File: src/rtl/adc_sdev_pkg.sv
package adc_sdev_pkg;
  localparam int CTRL_BITS = 8;
  localparam int NUM_CH    = 8;
  localparam int SEL_W     = 3;
  localparam int PAD_BITS  = 2;
  localparam int TRACK_AT  = CTRL_BITS - 3;

  typedef enum logic [2:0] {
    ST_SEARCH,
    ST_CTRL,
    ST_EXT,
    ST_IBUSY,
    ST_IOUT
  } sdev_state_e;

  typedef enum logic [1:0] {
    PM_FULL_OFF = 2'b00,
    PM_FAST_OFF = 2'b01,
    PM_INT_CLK  = 2'b10,
    PM_EXT_CLK  = 2'b11
  } pmode_e;

  typedef struct packed {
    logic             start;
    logic [SEL_W-1:0] sel;
    logic             uni;
    logic             sgl;
    logic [1:0]       pmode;
  } ctrl_byte_t;
endpackage

File: src/rtl/adc_sdev_edges.sv
module adc_sdev_edges (
  input  logic clk,
  input  logic rst,
  input  logic sclk,
  output logic sclk_rise,
  output logic sclk_fall
);
  logic sclk_q;

  always_ff @(posedge clk) begin
    if (rst) sclk_q <= 1'b0;
    else     sclk_q <= sclk;
  end

  assign sclk_rise = sclk & ~sclk_q;
  assign sclk_fall = ~sclk & sclk_q;
endmodule

File: src/rtl/adc_sdev_result.sv
module adc_sdev_result
  import adc_sdev_pkg::*;
#(
  parameter int RES_W = 10
) (
  input  logic [SEL_W-1:0]        sel,
  input  logic                    uni,
  input  logic                    sgl,
  input  logic [NUM_CH*RES_W-1:0] ch_code,
  input  logic [RES_W-1:0]        com_code,
  output logic [RES_W-1:0]        code
);
  localparam int DW = RES_W + 1;
  localparam logic signed [DW-1:0] BIP_MAX = DW'((2 ** (RES_W - 1)) - 1);
  localparam logic signed [DW-1:0] BIP_MIN = -BIP_MAX - DW'(1);

  logic [RES_W-1:0] ch_arr [NUM_CH];

  for (genvar g = 0; g < NUM_CH; g++) begin : g_unpack
    assign ch_arr[g] = ch_code[g*RES_W +: RES_W];
  end

  logic [SEL_W-1:0]        pos_idx, neg_idx;
  logic [RES_W-1:0]        pos_v, neg_v;
  logic signed [DW-1:0]    diff;

  always_comb begin
    pos_idx = {sel[1:0], sel[2]};
    neg_idx = {sel[1:0], ~sel[2]};
    pos_v   = ch_arr[pos_idx];
    neg_v   = sgl ? com_code : ch_arr[neg_idx];
    diff    = $signed({1'b0, pos_v}) - $signed({1'b0, neg_v});
    if (uni) begin
      code = (diff < 0) ? '0 : diff[RES_W-1:0];
    end else if (diff > BIP_MAX) begin
      code = BIP_MAX[RES_W-1:0];
    end else if (diff < BIP_MIN) begin
      code = BIP_MIN[RES_W-1:0];
    end else begin
      code = diff[RES_W-1:0];
    end
  end
endmodule

File: src/rtl/adc_sdev_serializer.sv
module adc_sdev_serializer #(
  parameter int CODE_W = 10,
  parameter int PAD_W  = 2
) (
  input  logic              clk,
  input  logic              rst,
  input  logic              load,
  input  logic              shift,
  input  logic [CODE_W-1:0] code,
  output logic              head,
  output logic              last
);
  localparam int FRAME_W = CODE_W + PAD_W;
  localparam int CW      = $clog2(FRAME_W + 1);

  logic [FRAME_W-1:0] sr;
  logic [CW-1:0]      cnt;

  always_ff @(posedge clk) begin
    if (rst) begin
      sr  <= '0;
      cnt <= '0;
    end else if (load) begin
      sr  <= {code, {PAD_W{1'b0}}};
      cnt <= '0;
    end else if (shift) begin
      sr  <= {sr[FRAME_W-2:0], 1'b0};
      cnt <= cnt + CW'(1);
    end
  end

  assign head = sr[FRAME_W-1];
  assign last = (cnt == CW'(FRAME_W - 1));

  // the controller never asks for more bits than one frame holds
  p_frame_cnt_r7: assert property (@(posedge clk) disable iff (rst)
    shift |-> (cnt < CW'(FRAME_W)));

  // once the code bits are gone only zero padding is presented
  p_pad_zero_r7: assert property (@(posedge clk) disable iff (rst)
    (cnt >= CW'(CODE_W)) |-> !head);
endmodule

File: src/rtl/adc_serial_dev.sv
module adc_serial_dev
  import adc_sdev_pkg::*;
#(
  parameter int RES_W       = 10,
  parameter int CONV_CYCLES = 64
) (
  input  logic                    clk,
  input  logic                    rst,
  input  logic                    cs_n,
  input  logic                    sclk,
  input  logic                    din,
  input  logic [NUM_CH*RES_W-1:0] ch_code,
  input  logic [RES_W-1:0]        com_code,
  output logic                    dout,
  output logic                    dout_oe,
  output logic                    sstrb,
  output logic                    sstrb_oe,
  output logic                    acq
);
  localparam int CNT_W  = $clog2(CONV_CYCLES + 1);
  localparam int BCNT_W = $clog2(CTRL_BITS + 1);

  sdev_state_e         state;
  logic [CTRL_BITS-1:0] ctrl_sr;
  logic [BCNT_W-1:0]   ctrl_cnt;
  logic [CNT_W-1:0]    busy_cnt;
  logic                int_mode;
  ctrl_byte_t          cb;

  logic sclk_rise, sclk_fall, fire_rise, fire_fall;
  logic busy_done, latch, ser_load, ser_shift, ser_head, ser_last;
  logic [RES_W-1:0] res_code;

  assign cb = ctrl_byte_t'(ctrl_sr);

  adc_sdev_edges u_edges (
    .clk       (clk),
    .rst       (rst),
    .sclk      (sclk),
    .sclk_rise (sclk_rise),
    .sclk_fall (sclk_fall)
  );

  adc_sdev_result #(.RES_W(RES_W)) u_result (
    .sel      (cb.sel),
    .uni      (cb.uni),
    .sgl      (cb.sgl),
    .ch_code  (ch_code),
    .com_code (com_code),
    .code     (res_code)
  );

  adc_sdev_serializer #(.CODE_W(RES_W), .PAD_W(PAD_BITS)) u_ser (
    .clk   (clk),
    .rst   (rst),
    .load  (ser_load),
    .shift (ser_shift),
    .code  (res_code),
    .head  (ser_head),
    .last  (ser_last)
  );

  always_comb begin
    fire_rise = sclk_rise && !cs_n;
    fire_fall = sclk_fall && !cs_n;
    busy_done = (state == ST_IBUSY) && (busy_cnt == CNT_W'(CONV_CYCLES - 1));
    latch     = (state == ST_CTRL) && fire_fall && (ctrl_cnt == BCNT_W'(CTRL_BITS));
    ser_load  = latch && cb.pmode[1];
    ser_shift = busy_done ||
                (fire_fall && ((state == ST_EXT) || (state == ST_IOUT)));
  end

  always_ff @(posedge clk) begin
    if (rst) begin
      state    <= ST_SEARCH;
      ctrl_sr  <= '0;
      ctrl_cnt <= '0;
      busy_cnt <= '0;
      int_mode <= 1'b0;
      dout     <= 1'b0;
      dout_oe  <= 1'b0;
      sstrb    <= 1'b0;
      sstrb_oe <= 1'b0;
      acq      <= 1'b0;
    end else begin
      dout_oe  <= !cs_n;
      sstrb_oe <= !cs_n || int_mode;
      if (state == ST_IBUSY) begin
        if (busy_done) begin
          state <= ST_IOUT;
          sstrb <= 1'b1;
          dout  <= ser_head;
        end else begin
          busy_cnt <= busy_cnt + CNT_W'(1);
        end
      end else if (cs_n) begin
        state    <= ST_SEARCH;
        ctrl_cnt <= '0;
        acq      <= 1'b0;
        dout     <= 1'b0;
        if (!int_mode) sstrb <= 1'b0;
      end else begin
        unique case (state)
          ST_SEARCH: begin
            if (fire_rise && din) begin
              ctrl_sr  <= CTRL_BITS'(1);
              ctrl_cnt <= BCNT_W'(1);
              state    <= ST_CTRL;
            end
          end
          ST_CTRL: begin
            if (fire_rise) begin
              ctrl_sr  <= {ctrl_sr[CTRL_BITS-2:0], din};
              ctrl_cnt <= ctrl_cnt + BCNT_W'(1);
            end else if (fire_fall) begin
              if (ctrl_cnt == BCNT_W'(TRACK_AT)) acq <= 1'b1;
              if (latch) begin
                acq      <= 1'b0;
                ctrl_cnt <= '0;
                busy_cnt <= '0;
                unique case (pmode_e'(cb.pmode))
                  PM_EXT_CLK: begin
                    state    <= ST_EXT;
                    sstrb    <= 1'b1;
                    int_mode <= 1'b0;
                  end
                  PM_INT_CLK: begin
                    state    <= ST_IBUSY;
                    sstrb    <= 1'b0;
                    int_mode <= 1'b1;
                  end
                  default: begin
                    state    <= ST_SEARCH;
                    sstrb    <= 1'b0;
                    int_mode <= 1'b0;
                  end
                endcase
              end
            end
          end
          ST_EXT: begin
            if (fire_fall) begin
              sstrb <= 1'b0;
              dout  <= ser_head;
              if (ser_last) state <= ST_SEARCH;
            end
          end
          ST_IOUT: begin
            if (fire_fall) begin
              dout <= ser_head;
              if (ser_last) state <= ST_SEARCH;
            end
          end
          default: state <= ST_SEARCH;
        endcase
      end
    end
  end

  // the start bit collected on leaving search sits at the count position
  p_start_pos_r1: assert property (@(posedge clk) disable iff (rst)
    (state == ST_CTRL) |-> ctrl_sr[3'(ctrl_cnt - BCNT_W'(1))]);

  // a command that reached conversion carries its start bit at the top
  p_start_kept_r1: assert property (@(posedge clk) disable iff (rst)
    ((state == ST_EXT) || (state == ST_IBUSY)) |-> cb.start);

  // the track window only exists while a command is being collected
  p_acq_in_ctrl_r5: assert property (@(posedge clk) disable iff (rst)
    acq |-> (state == ST_CTRL));

  // an external-mode strobe is only seen while the result frame is pending
  p_sstrb_ext_r6: assert property (@(posedge clk) disable iff (rst)
    (sstrb && !int_mode) |-> (state == ST_EXT));

  // the strobe reads busy for the whole internal conversion
  p_busy_low_r9: assert property (@(posedge clk) disable iff (rst)
    (state == ST_IBUSY) |-> !sstrb);

  // chip select high never leaves a serial transfer in progress
  p_abort_r10: assert property (@(posedge clk) disable iff (rst)
    cs_n |=> ((state != ST_CTRL) && (state != ST_EXT)));
endmodule

File: config.mk
export PLATFORM = sky130hd
export DESIGN_NAME = adc_serial_dev
export DESIGN_NICKNAME = d
export VERILOG_FILES = /design/src/rtl/adc_sdev_pkg.sv /design/src/rtl/adc_sdev_edges.sv /design/src/rtl/adc_sdev_result.sv /design/src/rtl/adc_sdev_serializer.sv /design/src/rtl/adc_serial_dev.sv
export SDC_FILE = /design/constraint.sdc
export NUM_CORES = 1
export LEC_CHECK = 0
export CORE_ASPECT_RATIO = 0.7
export CORE_MARGIN = 5
export CORE_UTILIZATION = 28
export DETAILED_ROUTE_END_ITERATION = 10
export PLACE_DENSITY_LB_ADDON = 0.12
export SYNTH_ARGS = -nofsm -noshare
export SYNTH_HDL_FRONTEND = slang
export SYNTH_SLANG_ARGS = --single-unit
File: constraint.sdc
create_clock -name clk -period 4.1 [get_ports clk]
set_input_delay 0.82 -clock clk [delete_from_list [all_inputs] [get_ports clk]]
set_output_delay 0.82 -clock clk [all_outputs]
set_load 0.005 [all_outputs]
### Word level (Yosys, flattened, before mapping)

Index checks and enable logic that the tools add are counted.
Widths: inputs -> output; s select.

| word-level totals | value |
|---|---|
| register bits after elaboration | 42 |
| latch bits | 0 |
| bits in writable memories | 0 |
| ROM bits | 0 |
| input port bits | 95 |
| output and inout port bits | 5 |
| logic and storage cells | 157 |
| memories kept | 0 |

| operators by class | value |
|---|---|
| $add $sub $neg | 4 |
| multiply operators | 0 |
| divide/modulo/power cells | 0 |
| order comparisons | 5 |
| eq/ne operators | 28 |
| shifts and indexed selects | 0 |
| mux-type cells | 62 |
| bitwise logic cells | 10 |
| reduce and logical (&&, ||, !) cells | 35 |

Operators with widths:

| kind | number |
|---|---|
| $mux 10 | 9 |
| $mux 7 | 9 |
| $bmux 10 s3 | 2 |
| $mux 3 | 9 |
| $mux 12 | 2 |
| $mux 1 | 21 |
| $mux 4 | 5 |
| $ne 4x3->1 const B | 4 |
| $reduce_and 5->1 | 3 |
| $pmux 7 s2 | 1 |
| $reduce_and 7->1 | 2 |
| $reduce_bool 2->1 | 7 |
| $ne 4x4->1 const B | 3 |
| $reduce_and 6->1 | 2 |
| $reduce_bool 3->1 | 4 |
| $gt 11x10->1 const B | 1 |
| $lt 11x1->1 const B | 1 |
| $lt 11x10->1 const B | 1 |
| $sub 10x10->11 | 1 |
| $ne 2x2->1 const B | 5 |
| $pmux 3 s3 | 1 |
| $add 4x1->4 const B | 2 |
| $eq 4x4->1 const B | 2 |
| $ge 4x4->1 const B | 2 |
| 24 further kinds | 45 |

### Longest topological paths before layout

Gate-level depths: netlist of run 1.

| logic depth | value |
|---|---|
| depth after elaboration | 12 |
| gate-level depth with buffers | 16 |
| mapped depth without buffers | 14 |

### By module

From an unflattened synthesis of run 1, not the netlist that was laid out.

| second synthesis, totals | value |
|---|---|
| cell total of the unflattened synthesis | 429 |
| area total of the unflattened synthesis | 4,176.5 sq um |

By module, submodules not included:

| module | times used | cells an instance | area each (sq um) | sequential area each (sq um) |
|---|---|---|---|---|
| adc_sdev_result | 1 | 170 | 2,000.7 | 0.0 |
| adc_serial_dev | 1 | 191 | 1,470.2 | 540.5 |
| adc_sdev_serializer | 1 | 64 | 666.9 | 280.3 |
| adc_sdev_edges | 1 | 4 | 38.8 | 20.0 |

### Least setup slack after synthesis of run 1

OpenSTA, ideal clock, no wires.

| timing | value |
|---|---|
| path kind | register to register |
| start point | register ctrl_sr[4] (netlist: cb[4]) |
| end point | register u_ser.sr[3] |
| arrival | 3,675 ps |
| required time | 4,014 ps |
| path slack | 339 ps |
| cell stages (with the launch flop) | 16 |
| period minus slack after synthesis | 3,761 ps |
| cells stage by stage | dfxtp_1 > clkbuf_1 > clkbuf_1 > mux2_2 > o21ai_0 > a21oi_1 > mux2_2 > ha_1 > fa_1 > nand2b_1 > a21oi_1 > a21oi_1 > o21a_1 > nor4_4 > nor2_4 > a221oi_2 |

| between the ends | value |
|---|---|
| word-level cells in the longest chain between the ends | 11 |
| elaborated cells between the ends (all ways) | 18 |
| those cells by class | add/sub: 1; order compare: 3; mux: 12; bitwise: 2 |

Ends and longest elaborated chain:

| what | line | source |
|---|---|---|
| start: declaration | adc_serial_dev.sv:24 | `logic [CTRL_BITS-1:0] ctrl_sr;` |
| start signal: assignment | adc_serial_dev.sv:113 | `ctrl_sr <= {ctrl_sr[CTRL_BITS-2:0], din};` |
| $not 3->4 (implied by the code) | adc_sdev_result.sv:31 | `neg_v = sgl ? com_code : ch_arr[neg_idx];` |
| $bmux 10 s3 | adc_sdev_result.sv:31 |  |
| $mux 10 (implied by the code) (2 in a row) | adc_sdev_result.sv:31 |  |
| $mux 10 | adc_sdev_result.sv:31 |  |
| $sub 10x10->11 * | adc_sdev_result.sv:32 | `diff = $signed({1'b0, pos_v}) - $signed({1'b0, neg_v});` |
| $lt 11x10->1 | adc_sdev_result.sv:37 | `end else if (diff < BIP_MIN) begin` |
| $mux 10 | adc_sdev_result.sv:37 |  |
| $mux 10 | adc_sdev_result.sv:35 | `end else if (diff > BIP_MAX) begin` |
| $mux 10 * | adc_sdev_result.sv:33 | `if (uni) begin` |
| $mux 12 * | adc_sdev_serializer.sv:23 | `end else if (load) begin` |
| end signal: assignment | adc_sdev_serializer.sv:24 | `sr <= {code, {PAD_W{1'b0}}};` |
| end signal: assignment | adc_sdev_serializer.sv:27 | `sr <= {sr[FRAME_W-2:0], 1'b0};` |
| end: declaration | adc_sdev_serializer.sv:16 | `logic [FRAME_W-1:0] sr;` |

Every way passes the cells marked *; elsewhere a longest branch is shown, timed or not. The select of a mux whose other input is x is not followed.
A chain may end at the register's enable or synchronous reset.

### Worst setup path in the final report of run 1

| timing | value |
|---|---|
| start point | input ch_code[0] |
| end point | register u_ser.sr[6] |

| between the ends | value |
|---|---|
| word-level cells in the longest chain between the ends | 10 |
| elaborated cells between the ends (all ways) | 16 |
| those cells by class | add/sub: 1; order compare: 3; mux: 12 |

Ends and longest elaborated chain:

| what | line | source |
|---|---|---|
| start: declaration | adc_serial_dev.sv:12 | `input logic [NUM_CH*RES_W-1:0] ch_code,` |
| $bmux 10 s3 | adc_sdev_result.sv:31 |  |
| $mux 10 (implied by the code) (2 in a row) | adc_sdev_result.sv:31 |  |
| $mux 10 | adc_sdev_result.sv:31 |  |
| $sub 10x10->11 * | adc_sdev_result.sv:32 |  |
| $lt 11x10->1 | adc_sdev_result.sv:37 |  |
| $mux 10 | adc_sdev_result.sv:37 |  |
| $mux 10 | adc_sdev_result.sv:35 |  |
| $mux 10 * | adc_sdev_result.sv:33 |  |
| $mux 12 * | adc_sdev_serializer.sv:23 |  |

Marked as above.

==> results of run 1 <==
## cell type report
type | instances | area, um2 | area share (%)
Timing Repair Buffer | 119 | 1140 | 22.3
Inverter | 15 | 56.3 | 1.10
Clock inverter | 3 | 68.8 | 1.34
Multi-Input combinational cell | 327 | 2680 | 52.3
Sequential cell | 42 | 842 | 16.5
Clock buffer | 5 | 125 | 2.44
Tap cell | 166 | 208 | 4.06
## worst min-delay path by stage
stage	start	to	slack, ns
after floorplan	busy_cnt[6]$_SDFFE_PP0P_	busy_cnt[6]$_SDFFE_PP0P_	0.43
after global placement	busy_cnt[6]$_SDFFE_PP0P_	busy_cnt[6]$_SDFFE_PP0P_	0.44
after detailed placement	busy_cnt[6]$_SDFFE_PP0P_	busy_cnt[6]$_SDFFE_PP0P_	0.46
after CTS	busy_cnt[6]$_SDFFE_PP0P_	busy_cnt[6]$_SDFFE_PP0P_	0.47
after global routing	u_ser.sr[11]$_SDFFE_PP0P_	dout$_SDFFE_PP0P_	0.49
final	busy_cnt[6]$_SDFFE_PP0P_	busy_cnt[6]$_SDFFE_PP0P_	0.47
## layout by cell type (no fill, tap or decap), types with 4 or more instances in the layout
cell / n
a21oi_1: 28
nor3b_1: 4
xnor2_1: 5
a221oi_2: 4
a22oi_1: 4
o21ai_0: 22
mux2_2: 24
inv_1: 12
nand3_1: 8
buf_4: 20
nand2b_1: 11
o22ai_1: 7
mux4_2: 22
nor2b_1: 7
mux2i_1: 25
clkbuf_16: 5
nand2_1: 33
clkdlybuf4s50_1: 99
nor3_1: 8
nor2_1: 44
xor2_1: 5
a211oi_1: 5
dfxtp_1: 41
ha_1: 15
## where the power goes
part           switching [mW]  internal, mW  leakage (nW)
Combinational           0.121         0.175          1.48
Clock                   0.170         0.350        0.0940
Sequential            0.00559         0.412         0.340
Total                   0.296         0.937          1.91
## cell usage after synthesis (2+ instances only)
master     count
dfxtp_1       42
nor3_2         2
nor3b_1        4
nand2b_1      11
nor3_1         8
or3_1          3
xor2_1         5
a22oi_1        4
a221oi_2       4
nor4_4         3
a2bb2oi_1      3
nand4b_1       2
inv_1         12
a21oi_1       28
a21o_1         2
nor2_1        44
o31ai_4        2
mux2_2        24
buf_1          2
xnor2_1        5
o21a_1         3
mux2i_1       25
a211oi_1       5
inv_2          2
o22ai_1        7
buf_2          7
o21ai_0       22
nand2_1       33
or2_1          2
ha_1          15
mux4_2        22
nand3_1        8
clkbuf_1      14
nor2b_1        7
## state kept, by name, summed over array words and instances (netlist names)
signal and cells:
u_ser.sr 10, sstrb 1, state 3, u_ser.cnt 4
u_edges.sclk_q 1, ctrl_cnt 4, sstrb_oe 1, int_mode 1
acq 1, busy_cnt 7, dout 1, cb 7
dout_oe 1
## tightest hold or removal path, cell delays in order (launching register included)
cell and delay [ns]:
dfxtp_1 0.32, o31ai_1 0.07, nor2_1 0.04
## cell families (layout without fill, tap and decap cells)
group	after synthesis	after routing	synth area share, %
DFF	42	42	22.9
AOI/OAI and AO/OA	94	94	17.7
and+or+nand+nor	135	135	19.2
adders and majority gates	16	16	5.65
xor gates and xnor gates	10	10	2.38
buffers and inverters	39	142	4.32
muxes	72	72	27.9
## per-stage QoR
stage | area, um2 | total power [mW] | std cells | setup slack, ns | utilization, %
final | 5120 | 1.23 | 677 | 0.211 | 39.4
after global routing | 5120 | 1.30 | 677 | 0.0229 | 39.4
after CTS | 5120 | 1.25 | 677 | 0.215 | 39.4
after detailed placement | 4920 | 0.724 | 669 | -0.0914 | 37.9
after global placement | 4920 | 0.722 | 669 | -0.0419 | 37.9
after floorplan | 3680 | 0.581 | 408 | 0.339 | -
## per-layer routing
layer,global-route usage [%],up-vias,part of all wire (%)
met3,2.32,7,3.1
li1,-,1714,-
met4,2.06,0,0.75
met2,20.9,47,45
met5,0,-,0
met1,18.4,1585,51
==> flow_metrics.tcl, run 1 <==
set metrics [dict create \
    status "finished, final reports clean" \
    max-cap-violations 0 \
    crit_slowest_cell "mux4_2" \
    first_global_vias 3351 \
    ys_ff_latch 42 \
    slew_headroom_pct 58.9 \
    ios 100 \
    reg2reg_from "cb[4]$_SDFFE_PP0P_" \
    viasPerCell 4.95 \
    drc_errors 0 \
    async_reset_ff_share_pct 0 \
    synth_cells 408 \
    path_depth 15 \
    hold_depth 2 \
    initial_core_util_pct 28.3 \
    finalClockSkew_ns 0.00697 \
    crit_fanout 5 \
    reg2reg_to "u_ser.sr[6]$_SDFFE_PP0P_" \
    die-area_mm2 0.0156 \
    synth_area_leaders "dfxtp_1 23%, mux4_2 13%, mux2_2 7.3%" \
    rows 35 \
    grt_pass1_wl_um 16700 \
    grt.overflow.total 0 \
    reg2reg_depth 14 \
    crit_family "compound AO/OA/AOI/OAI gates" \
    worst_pin_slew_ns 0.615 \
    cts_inserted_buffers 5 \
    area_growth_pct 39.2 \
    nNetsFinal 621 \
    arrival_ns 4.10 \
    power.density_mw_per_mm2 241 \
    p_leak_nw 1.91 \
    critical_path_buf_inv_count 2 \
    wirelength_um 10100 \
    synthFlopType "dfxtp_1" \
    vias 3353 \
    synth_top_area_share_pct 22.9 \
    cts_tree "built" \
    hp-class "reg -> reg" \
    fmax_mhz 257 \
    ys_types 60 \
    grt_max_degree 20 \
    ir_drop_mv 0.131 \
    syn_area_per_cell_um2 9.01 \
    yosysWarningCount 0 \
    ys_seq_area_share_pct 22.9 \
    finalCritPeriodShare_pct 94.9 \
    core_area_mm2 0.0130 \
    required_ns 4.31 \
    cts_hold_buf 0 \
    fillers 1272 \
    synth_fp_nets 519 \
    synth_top_area_cell "dfxtp_1" \
    port_buffers 99 \
    cts_max_level 2 \
    dp_hpwl_um 8190 \
    drive_gt1_share_pct 18.8 \
    post_cts_resized 0 \
    clockBufferDepth 2 \
    clk_pin_slew_ns 0.07 \
    die_height_um 106 \
    wl_per_cell_um 14.9 \
    grtUsageTotal_pct 13.0 \
    die_w_um 147 \
    postCtsSetupBuffers 0 \
    drtIter0Drc 136 \
    diodes 0 \
    cts_sinks 42 \
    reg2reg_slack_ns 0.45 \
    endpoint "u_ser.sr[6]$_SDFFE_PP0P_" \
    root_buffer "clkbuf_16" \
    holdWs_ns 0.469 \
    rsz0062_at_grt "no" \
    slew_viol_final 0 \
    start_kind "primary input" \
    setup_violations 0 \
    firstDrtPassIters 4 \
    synth_area_mm2 0.00368 \
    gp_congestion 0.828 \
    antenna_found_initial 0 \
    post-route-min-period_ns 3.89 \
    cp_cell_sequence "clkdlybuf4s50_1 > mux4_2 > nor2_1 > a21oi_1 > mux2_2 > ha_1 > fa_1 > nand2b_1 > a21oi_1 > a21oi_1 > o21a_1 > nor4_4 > buf_4 > a21oi_1 > o22ai_1" \
    cpMostUsedCell "a21oi_1" \
    insertion_delay_ns 0.29 \
    startpoint "ch_code[0]" \
    ant_nets 0 \
    cp-end-kind "flop" \
    finalSetupTns_ns 0 \
    critical_path.max_stage_delay_ns 0.46 \
    setup.worst_path.class "in -> reg" \
    synth-edff-count 0 \
    hold_viol 0 \
]
No activity file was read; power rests on OpenSTA's default activity.
==> run 2: changes to the inputs <==
CORE_UTILIZATION = 50   (was 28)
==> flow_metrics.tcl, run 2 (synthesis results as in run 1) <==
set metrics [dict create \
    root_buffer "clkbuf_8" \
    largest_reg_flops 10 \
    wl_met2_um 4840 \
    final_common_cell "clkdlybuf4s50_1" \
    dp.cells 598 \
    dp_hpwl_um 7910 \
    grt_max_degree 34 \
    slew_viol_final 0 \
    route.met3.wl_um 445 \
    area_growth_pct 34.5 \
    antenna_found_initial 0 \
    cts_inserted_buffers 5 \
    viasPerCell 5.62 \
    finalSetupTns_ns 0 \
    arrival_ns 4.13 \
    power.density_mw_per_mm2 213 \
    max-cap-violations 0 \
    drc_errors 0 \
    wl_per_cell_um 16.2 \
    rsz0062_at_grt "no" \
    core_area_mm2 0.00722 \
    die_height_um 81.8 \
    cts_max_level 2 \
    rows 26 \
    wirelength_um 9810 \
    die-area_mm2 0.00920 \
    ir_drop_mv 0.160 \
    worst_pin_slew_ns 0.734 \
    grtUsageTotal_pct 21.6 \
    firstDrtPassIters 4 \
    post-route-min-period_ns 3.91 \
    setup.worst_path.class "in -> reg" \
    initial_core_util_pct 50.9 \
    ant_nets 0 \
    clockBufferDepth 2 \
    final_cell_mix "99 x clkdlybuf4s50_1, 44 x nor2_1, 41 x dfxtp_1" \
    die_w_um 113 \
    cp-end-kind "flop" \
    drtIter0Drc 218 \
    grt.overflow.total 0 \
    finalClockSkew_ns 0.00486 \
    top_register "u_ser.sr" \
    ios 100 \
    drive_gt1_share_pct 18.9 \
    status "finished, final reports clean" \
    setup_violations 0 \
    drt-met1-wl_um 4470 \
    fin_ws_ns 0.191 \
    fmax_mhz 256 \
    dp_slack_ns -0.159 \
    clk_pin_slew_ns 0.08 \
    hold_viol 0 \
    p_leak_nw 1.87 \
    finalCritPeriodShare_pct 95.3 \
    instances_no_fill 606 \
    hp-class "reg -> reg" \
    nNetsFinal 619 \
    port_buffers 99 \
    fin_util_pct 68.5 \
    cts_sinks 42 \
    insertion_delay_ns 0.29 \
    cts_tree "built" \
    grt_pass1_wl_um 16200 \
    topRoutingLayerUsed "met4" \
    diodes 0 \
    vias 3403 \
    start_kind "primary input" \
    required_ns 4.32 \
    slew_headroom_pct 51.0 \
    crit_fanout 5 \
    first_global_vias 3410 \
    gp_congestion 0.848 \
]
run 2: cell count changes in the layout (fill, tap and decap cells not counted):
cell / change
clkinv_4: -1
fa_2: +1
bufinv_16: -1
o21a_1: -1
fa_1: -1
clkbuf_16: -5
clkbuf_8: +6
buf_4: -2
a21oi_2: +1
o21a_2: +1
a21oi_1: -1
run 2: per-stage QoR:
stage | power [mW] | hold slack [ns] | cell area [um2]
2_1_floorplan | 0.581 | 0.434 | 3680
3_3_place_gp | 0.715 | 0.445 | 4820
3_5_place_dp | 0.723 | 0.450 | 4820
4_1_cts | 1.06 | 0.464 | 4930
5_1_grt | 1.11 | 0.488 | 4940
6_report | 1.06 | 0.461 | 4940
run 2: final timing paths:
check,slack [ns],cells past startpoint,start,endpoint
setup / recovery,0.19,15,ch_code[0],u_ser.sr[6]$_SDFFE_PP0P_
hold / removal,0.46,2,busy_cnt[6]$_SDFFE_PP0P_,busy_cnt[6]$_SDFFE_PP0P_
setup reg to reg,0.36,13,cb[4]$_SDFFE_PP0P_,u_ser.sr[8]$_SDFFE_PP0P_
hold reg to reg,0.46,2,busy_cnt[6]$_SDFFE_PP0P_,busy_cnt[6]$_SDFFE_PP0P_
run 2: where the power goes:
| part | switching, mW | internal (mW) |
|---|---|---|
| clock | 0.141 | 0.195 |
| combinational | 0.123 | 0.179 |
| sequential | 0.00543 | 0.411 |
run 2: final cells by class:
type	count	area (um2)
Multi-Input combinational cell	327	2690
Sequential cell	42	842
Clock buffer	6	82.6
Timing Repair Buffer	117	1130
Tap cell	98	123
Inverter	15	56.3
Fill cell	603	2280
Clock inverter	1	30.0
run 2: critical path, cell delays in order:
cell and delay, ns:
clkdlybuf4s50_1 0.43, mux4_2 0.46, nor2_1 0.11, a21oi_1 0.06, mux2_2 0.28, ha_1 0.23
fa_2 0.36, nand2b_1 0.19, a21oi_2 0.19, a21oi_1 0.10, o21a_2 0.24, nor4_4 0.29
buf_4 0.20, a21oi_1 0.04, o22ai_1 0.15
run 2: repair_timing:
action	in CTS	in global routing
hold endpoints to repair	0	0
hold buffers	0	0
gates resized for setup	0	3
endpoints found under the setup margin	0	3
buffers inserted	0	1
run 2: per-layer routing:
layer | vias to the layer above | track usage (%)
met5 | - | 0
li1 | 1706 | -
met1 | 1604 | 28.1
met2 | 87 | 38.6
met4 | 0 | 3.36
met3 | 6 | 3.98
